==> src/rtl/rca_pkg.sv <==
package rca_pkg;

    localparam int LVL_W   = 9;
    localparam int LVL_MAX = (1 << LVL_W) - 1;
    localparam int NUM_DIR = 4;
    localparam int NUM_Q   = 4;

    typedef logic [LVL_W-1:0] lvl_t;
    typedef lvl_t [NUM_DIR-1:0] dir_vec_t;
    typedef lvl_t [NUM_Q-1:0]   quad_vec_t;

    // Direction indices, also the bit order of the neighbour-present mask.
    localparam int D_N = 0;
    localparam int D_E = 1;
    localparam int D_S = 2;
    localparam int D_W = 3;

    // Quadrant indices, also the field and flag order at the ports.
    localparam int Q_NE = 0;
    localparam int Q_NW = 1;
    localparam int Q_SW = 2;
    localparam int Q_SE = 3;

    // The two directions that bound a quadrant.
    function automatic int quad_side_a(int q);
        return (q == Q_NE || q == Q_NW) ? D_N : D_S;
    endfunction

    function automatic int quad_side_b(int q);
        return (q == Q_NE || q == Q_SE) ? D_E : D_W;
    endfunction

    // The two quadrants lying beyond this router as seen from neighbour d.
    function automatic int far_quad_a(int d);
        case (d)
            D_N:     return Q_SW;
            D_E:     return Q_NW;
            D_S:     return Q_NE;
            default: return Q_NE;
        endcase
    endfunction

    function automatic int far_quad_b(int d);
        case (d)
            D_N:     return Q_SE;
            D_E:     return Q_SW;
            D_S:     return Q_NW;
            default: return Q_SE;
        endcase
    endfunction

    function automatic lvl_t lvl_max(lvl_t a, lvl_t b);
        return (a > b) ? a : b;
    endfunction

    // Add two levels, clamping at the largest representable level.
    function automatic lvl_t lvl_sat_add(lvl_t a, lvl_t b);
        logic [LVL_W:0] sum;
        sum = {1'b0, a} + {1'b0, b};
        return sum[LVL_W] ? lvl_t'(LVL_MAX) : sum[LVL_W-1:0];
    endfunction

endpackage

==> src/rtl/rca_local_metric.sv <==
module rca_local_metric
    import rca_pkg::*;
#(
    parameter int NUM_VC = 20,
    parameter int XB_W   = 5
) (
    input  logic [NUM_VC-1:0] vc_busy,
    input  logic [XB_W-1:0]   xb_demand,
    output lvl_t              metric
);

    localparam int CNT_W = $clog2(NUM_VC + 1);
    localparam int SUM_W = ((CNT_W > XB_W) ? CNT_W : XB_W) + 1;

    logic [CNT_W-1:0] busy_cnt;
    logic [SUM_W-1:0] raw_sum;

    always_comb begin
        busy_cnt = '0;
        for (int i = 0; i < NUM_VC; i++) begin
            busy_cnt = busy_cnt + CNT_W'(vc_busy[i]);
        end
    end

    assign raw_sum = SUM_W'(busy_cnt) + SUM_W'(xb_demand);

    // Clamp the local figure into the sideband level width.
    generate
        if (SUM_W > LVL_W) begin : g_clamp
            assign metric = (raw_sum > SUM_W'(LVL_MAX)) ? lvl_t'(LVL_MAX)
                                                         : raw_sum[LVL_W-1:0];
        end else begin : g_fit
            assign metric = lvl_t'(raw_sum);
        end
    endgenerate

endmodule

==> src/rtl/rca_quad_merge.sv <==
module rca_quad_merge
    import rca_pkg::*;
#(
    parameter int         LOCAL_SHIFT = 1,
    parameter int         NBR_SHIFT   = 1,
    parameter logic [3:0] NBR_PRESENT = 4'b1111
) (
    input  lvl_t      local_metric,
    input  dir_vec_t  nbr_in,
    output quad_vec_t level_next
);

    dir_vec_t nbr_live;
    lvl_t     local_term;

    // Missing neighbours contribute zero congestion.
    for (genvar d = 0; d < NUM_DIR; d++) begin : g_mask
        assign nbr_live[d] = nbr_in[d] & {LVL_W{NBR_PRESENT[d]}};
    end

    assign local_term = local_metric >> LOCAL_SHIFT;

    // Per-quadrant weighted merge with saturation.
    for (genvar q = 0; q < NUM_Q; q++) begin : g_quad
        localparam int SA = quad_side_a(q);
        localparam int SB = quad_side_b(q);
        lvl_t nbr_worst;
        lvl_t nbr_term;
        assign nbr_worst     = lvl_max(nbr_live[SA], nbr_live[SB]);
        assign nbr_term      = nbr_worst >> NBR_SHIFT;
        assign level_next[q] = lvl_sat_add(local_term, nbr_term);
    end

endmodule

==> src/rtl/rca_out_stage.sv <==
module rca_out_stage
    import rca_pkg::*;
(
    input  logic       clk,
    input  logic       rst,
    input  quad_vec_t  level_next,
    input  lvl_t       threshold,
    output quad_vec_t  level_q,
    output logic [3:0] hot_q,
    output dir_vec_t   sb_q
);

    logic [3:0] hot_next;
    dir_vec_t   sb_next;

    for (genvar q = 0; q < NUM_Q; q++) begin : g_flag
        assign hot_next[q] = (level_next[q] >= threshold);
    end

    for (genvar d = 0; d < NUM_DIR; d++) begin : g_sb
        assign sb_next[d] = lvl_max(level_next[far_quad_a(d)],
                                    level_next[far_quad_b(d)]);
    end

    always_ff @(posedge clk) begin
        if (rst) begin
            level_q <= '0;
            hot_q   <= '0;
            sb_q    <= '0;
        end else begin
            level_q <= level_next;
            hot_q   <= hot_next;
            sb_q    <= sb_next;
        end
    end

    for (genvar q = 0; q < NUM_Q; q++) begin : g_chk
        AST_FLAG_TRACKS_LEVEL: assert property (@(posedge clk) disable iff (rst)
            !$past(rst) |-> (hot_q[q] == (level_q[q] >= $past(threshold))));
    end

    AST_SB_NORTH_FAR: assert property (@(posedge clk) disable iff (rst)
        sb_q[D_N] == lvl_max(level_q[Q_SW], level_q[Q_SE]));

endmodule

==> src/rtl/regional_cong_agg.sv <==
module regional_cong_agg
    import rca_pkg::*;
#(
    parameter int         VC_PER_PORT = 4,
    parameter int         NUM_PORTS   = 5,
    parameter int         XB_W        = 5,
    parameter int         LOCAL_SHIFT = 1,
    parameter int         NBR_SHIFT   = 1,
    parameter logic [3:0] NBR_PRESENT = 4'b1111
) (
    input  logic                           clk,
    input  logic                           rst,
    input  logic [NUM_PORTS*VC_PER_PORT-1:0] vc_busy,
    input  logic [XB_W-1:0]                xb_demand,
    input  logic [8:0]                     nbr_in_n,
    input  logic [8:0]                     nbr_in_e,
    input  logic [8:0]                     nbr_in_s,
    input  logic [8:0]                     nbr_in_w,
    input  logic [8:0]                     threshold,
    output logic [8:0]                     nbr_out_n,
    output logic [8:0]                     nbr_out_e,
    output logic [8:0]                     nbr_out_s,
    output logic [8:0]                     nbr_out_w,
    output logic [35:0]                    quad_level,
    output logic [3:0]                     quad_hot
);

    localparam int NUM_VC = NUM_PORTS * VC_PER_PORT;

    lvl_t      local_metric;
    dir_vec_t  nbr_in_v;
    quad_vec_t level_next;
    quad_vec_t level_q;
    dir_vec_t  sb_q;

    assign nbr_in_v[D_N] = nbr_in_n;
    assign nbr_in_v[D_E] = nbr_in_e;
    assign nbr_in_v[D_S] = nbr_in_s;
    assign nbr_in_v[D_W] = nbr_in_w;

    rca_local_metric #(
        .NUM_VC (NUM_VC),
        .XB_W   (XB_W)
    ) u_metric (
        .vc_busy   (vc_busy),
        .xb_demand (xb_demand),
        .metric    (local_metric)
    );

    rca_quad_merge #(
        .LOCAL_SHIFT (LOCAL_SHIFT),
        .NBR_SHIFT   (NBR_SHIFT),
        .NBR_PRESENT (NBR_PRESENT)
    ) u_merge (
        .local_metric (local_metric),
        .nbr_in       (nbr_in_v),
        .level_next   (level_next)
    );

    rca_out_stage u_out (
        .clk        (clk),
        .rst        (rst),
        .level_next (level_next),
        .threshold  (threshold),
        .level_q    (level_q),
        .hot_q      (quad_hot),
        .sb_q       (sb_q)
    );

    assign quad_level = level_q;
    assign nbr_out_n  = sb_q[D_N];
    assign nbr_out_e  = sb_q[D_E];
    assign nbr_out_s  = sb_q[D_S];
    assign nbr_out_w  = sb_q[D_W];

    AST_RESET_CLEARS: assert property (@(posedge clk) disable iff (rst)
        $past(rst) |-> (quad_level == '0 && quad_hot == '0));

    AST_HOLD_WHEN_STEADY: assert property (@(posedge clk) disable iff (rst)
        (!$past(rst) && $stable(vc_busy) && $stable(xb_demand) &&
         $stable(nbr_in_n) && $stable(nbr_in_e) && $stable(nbr_in_s) &&
         $stable(nbr_in_w) && $stable(threshold))
        |=> ($stable(quad_level) && $stable(quad_hot)));

    for (genvar q = 0; q < NUM_Q; q++) begin : g_floor
        AST_LEVEL_ABOVE_LOCAL: assert property (@(posedge clk) disable iff (rst)
            !$past(rst) |-> (level_q[q] >= ($past(local_metric) >> LOCAL_SHIFT)));
    end

endmodule

==> config.mk <==
export PLATFORM = sky130hd
export DESIGN_NAME = regional_cong_agg
export DESIGN_NICKNAME = d
export VERILOG_FILES = /design/src/rtl/rca_pkg.sv /design/src/rtl/rca_local_metric.sv /design/src/rtl/rca_quad_merge.sv /design/src/rtl/rca_out_stage.sv /design/src/rtl/regional_cong_agg.sv
export SDC_FILE = /design/constraint.sdc
export NUM_CORES = 1
export LEC_CHECK = 0
export BUFFER_PORTS_ARGS = -buffer_cell sky130_fd_sc_hd__buf_2
export CAP_MARGIN = 30
export CORE_MARGIN = 10
export CORE_UTILIZATION = 40
export DETAILED_ROUTE_END_ITERATION = 7
export PLACE_DENSITY_LB_ADDON = 0.05
export SETUP_SLACK_MARGIN = 0.3
export SKIP_LAST_GASP = 1
export SYNTH_ARGS = -nofsm -noshare
export SYNTH_HDL_FRONTEND = slang
export SYNTH_SLANG_ARGS = --single-unit
==> constraint.sdc <==
create_clock -name clk -period 26.5 [get_ports clk]
set_clock_uncertainty 0.05 [all_clocks]
set_input_delay 3.975 -clock clk [delete_from_list [all_inputs] [get_ports clk]]
set_output_delay 3.975 -clock clk [all_outputs]
set_load 0.01 [all_outputs]
Yosys cells after proc, flatten, opt, wreduce, memory -nomap -nowiden
Cells that the tools add are included.
Operators by class
  add/subtract/negate cells: 24
  multiplexer cells: 12
  $lt $le $gt $ge: 12
Operator list (number)
  2-to-1 mux 9 bit: 12
  adder 5 x 1 -> 5 bit: 18
  > comparator 9 bit: 8
  adder 5 x 8 -> 9 bit: 4
  greater-or-equal comparator 9 bit: 4
  adder 5 x 5 -> 6 bit: 1
  adder 1 x 1 -> 2 bit: 1
Word-level totals
  logic and storage cells: 57
  input bits: 72
  register bits after elaboration: 76
  output and inout bits: 76

Logic depth before layout (Yosys ltp)
  depth after elaboration: 24
  gate-level depth with buffers: 32
  depth with buffers taken out: 32

Modules after synthesis
A second synthesis with hierarchy kept.
Unflattened totals
  cells, all modules: 749
  area, all modules: 6929.1 µm²
Modules (own cells, without submodules)
  rca_out_stage: area an instance 3860.0 µm², times used 1, cells each 405, sequential area each 1521.5 µm²
  rca_quad_merge: area an instance 2394.8 µm², times used 1, cells each 273, sequential area each 0.0 µm²
  rca_local_metric: area an instance 674.4 µm², times used 1, cells each 71, sequential area each 0.0 µm²

Worst setup path before layout
Ideal clock, no wire load.
  path kind: input-to-reg
  start: input vc_busy[0]
  end: register u_out.sb_q[20] (netlist bit)
  path buffers: 0
  setup time: 0.121 ns
  stages: 26
  path slack: 14.778 ns
  data required time: 26.329 ns
  arrival: 11.551 ns
  cell sequence: ha_1 inv_1 fa_1 fa_1 fa_1 fa_1 fa_1 fa_1 fa_1 inv_1 fa_1 xor2_1 ha_1 a211oi_1 o21bai_1 a21o_1 or4_1 and4_4 inv_2 ha_1 a21oi_1 o21ai_0 a21boi_0 o32ai_1 o22ai_2 mux2_2
Between the ends
  longest elaborated chain between the ends: 24
  elaborated cells between the ends (all ways): 26
  those cells by class: add/sub (22); order compare (1); mux (3)
Ends and longest elaborated chain
  start: declaration: RTL line regional_cong_agg.sv:13  | input logic [NUM_PORTS*VC_PER_PORT-1:0] vc_busy,
  adder 1 x 1 -> 2 bit *: RTL line rca_local_metric.sv:21  | busy_cnt = busy_cnt + CNT_W'(vc_busy[i]);
  adder 5 x 1 -> 5 bit * (18 in series): RTL line rca_local_metric.sv:21
  adder 5 x 5 -> 6 bit *: RTL line rca_local_metric.sv:25  | assign raw_sum = SUM_W'(busy_cnt) + SUM_W'(xb_demand);
  adder 5 x 8 -> 9 bit: RTL line rca_pkg.sv:59  | sum = {1'b0, a} + {1'b0, b};
  2-to-1 mux 9 bit: RTL line rca_pkg.sv:60  | return sum[LVL_W] ? lvl_t'(LVL_MAX) : sum[LVL_W-1:0];
  > comparator 9 bit: RTL line rca_pkg.sv:53  | return (a > b) ? a : b;
  2-to-1 mux 9 bit *: RTL line rca_pkg.sv:53
  end signal: assignment: RTL line rca_out_stage.sv:33  | sb_q <= sb_next;
  end: declaration: RTL line rca_out_stage.sv:10  | output dir_vec_t sb_q
Mark *: on every way between the ends. The rest lies on a longest branch, timed or not.
A chain may end at the register's enable or synchronous reset.

Final worst setup path
Same ends and word-level chain as after synthesis.

==> results.sh <==
export IMPL_status="finished clean"
export IMPL_hold_depth=2
export IMPL_cp_end_kind="flop"
export IMPL_synth_net_count=982
export IMPL_synthCells=757
export IMPL_drtPass1Iterations=5
export IMPL_yosys_warnings=0
export IMPL_cts_sinks=76
export IMPL_crit_required_ps=26660
export IMPL_finalHoldViolCount=0
export IMPL_cts_root_buf="clkbuf_16"
export IMPL_die_w_um=150
export IMPL_relSlewSlack_pct=42.3
export IMPL_clk_pin_slew_worst_paths_ps=60
export IMPL_synth_seq_cells=76
export IMPL_min_from="rst"
export IMPL_io_buffers=147
export IMPL_critPathMaxFanout=9
export IMPL_vias_per_cell=5.14
export IMPL_tritoncts="built"
export IMPL_yosysTopAreaCell="ha_1"
export IMPL_tns_ps=0
export IMPL_min_period_over_period_pct=46.5
export IMPL_worstMarginPinSlew_ps=862
export IMPL_fillers=1666
export IMPL_timing_hold_ws_ps=4160
export IMPL_dpl_hpwl_um=17400
export IMPL_yosys_top_cells_area="ha_1, dfxtp_1, mux2_2"
export IMPL_post_place_ws_ps=13760
export IMPL_ys_seq_area_share_pct=22.3
export IMPL_grt_ovfl_total=0
export IMPL_grt_usage_pct=17.8
export IMPL_start_kind="input pin"
export IMPL_cts_htree_levels=3
export IMPL_grt_pass1_vias=6177
export IMPL_yosysUniqueCellTypes=56
export IMPL_setup_viol=0
export IMPL_initial_utilization_pct=40.9
export IMPL_criticalPathCategory="input pin to flop"
export IMPL_wl_um=20200
export IMPL_yosys_area_top_type_share_pct=24.8
export IMPL_hold_class="input pin to flop"
export IMPL_gp_congestion=0.870
export IMPL_area_delta_synth_final_pct=19.1
export IMPL_num_vias=5835
export IMPL_period_minus_slack_ps=12330
export IMPL_routedWlPerCell_um=17.8
export IMPL_cts_setup_buffers=0
export IMPL_cts_repair_resized=0
export IMPL_synth_flop_cell="dfxtp_1"
export IMPL_antenna_found_initial=0
export IMPL_hold_end="u_out.sb_q[33]"
export IMPL_drt_drc_violations_left=0
export IMPL_synth_edf_count=0
export IMPL_fmax_mhz=81.1
export IMPL_ys_async_sr_fraction_pct=0
export IMPL_synth_commonest_cells="ha_1, inv_1, dfxtp_1"
export IMPL_dieHeight_um=150
export IMPL_syn_area_per_cell_um2=8.99
export IMPL_crit_arrival_ps=12490
export IMPL_core_area_um2=16600
export IMPL_grt_max_degree=42
export IMPL_drv_cap=0
export IMPL_rsz0062_at_grt="no"
export IMPL_ant_nets=0
export IMPL_ctsHoldBuffers=0
export IMPL_final_setup_worst_slack_ps=14180
export IMPL_final_nets=1135
export IMPL_cts_buffers_inserted=9
export IMPL_n_antenna_cell=0
export IMPL_rows=47
export IMPL_drt_initial_drc_count=312
export IMPL_die_area_um2=22600
export IMPL_synth_area_um2=6810
export IMPL_drv_slew=0
export IMPL_post_synth_top_count_cell="ha_1"
export IMPL_clock_path_buffers=2
export IMPL_ios=148
export IMPL_grt_pass1_wl_um=32100
export IMPL_drive_gt1_share_pct=24.5
==> registers in the layout (all words and copies together) (netlist names) <==
name,cells
u_out.level_q,36
u_out.sb_q,36
u_out.hot_q,4
==> area by class of cell <==
type                            count  area [um^2]  share of cell area [%]
Multi-Input combinational cell    564         4840                    59.8
Sequential cell                    76         1520                    18.8
Timing Repair Buffer              148          747                    9.21
Inverter                          111          417                    5.14
Tap cell                          220          275                    3.40
Clock buffer                       10          239                    2.95
Clock inverter                      6         62.6                   0.772
==> placed cells by master, fill, tap and decap left out, types with 13 or more instances in the layout <==
master and count:
a21o_1 35, a21oi_1 45, buf_2 147, dfxtp_1 76
fa_1 18, ha_1 135, inv_1 110, mux2_2 44
nand2_1 25, nand2b_1 15, nand4_1 13, nor2_1 58
nor2b_1 15, o21ai_0 37, xnor2_1 21
==> worst max path at each step <==
| stage | from | to | slack (ps) |
|---|---|---|---|
| floorplan | vc_busy[0] | u_out.sb_q[20] | 14780 |
| global placement | vc_busy[0] | u_out.sb_q[20] | 13910 |
| detailed placement | vc_busy[0] | u_out.sb_q[20] | 13760 |
| finish | vc_busy[0] | u_out.sb_q[20] | 14180 |
| global route | vc_busy[0] | u_out.sb_q[21] | 13620 |
| CTS | vc_busy[0] | u_out.sb_q[20] | 14140 |
==> per-stage QoR <==
step | utilization [%] | cells | area, um^2
5_1_grt | 48.7 | 1135 | 8110
3_3_place_gp | 46.8 | 1118 | 7790
6_report | 48.7 | 1135 | 8110
4_1_cts | 48.7 | 1135 | 8110
3_5_place_dp | 46.9 | 1119 | 7800
2_1_floorplan | - | 757 | 6810
==> per-layer routing <==
metal / up-vias / share of wire (%) / wire [um] / track usage [%]
met5: - / 0 / 0 / 0
met4: 0 / 1.1 / 231 / 4.18
met3: 11 / 6.2 / 1260 / 3.39
met2: 160 / 48 / 9680 / 30.6
met1: 2718 / 45 / 9030 / 22.4
li1: 2946 / - / - / -
==> cells by family after synthesis <==
group | Yosys count | share of synthesized area (%)
AOI/OAI and AO/OA | 170 | 16.7
xor gates and xnor gates | 29 | 3.73
adders and majority gates | 155 | 30.4
buffers and inverters | 117 | 6.49
DFF | 76 | 22.3
muxes | 56 | 9.23
and+or+nand+nor | 154 | 11.1
==> critical path, cell delays in order <==
cell and delay [ps]:
buf_2 100, ha_1 280, inv_1 70, fa_1 440, fa_1 560, fa_1 440
fa_1 510, fa_1 430, fa_1 420, fa_1 490, inv_1 60, fa_1 420
xor2_1 710, ha_1 370, a211oi_1 240, o21bai_1 110, a21o_1 230, or4_1 400
and4_4 200, inv_2 80, ha_1 250, a21oi_1 140, o21ai_0 140, a21boi_0 200
o32ai_1 110, o22ai_2 700, mux2_2 410
Power is not shown: default switching activity piles up to over one toggle a cycle in this logic, so the estimate is an artifact.
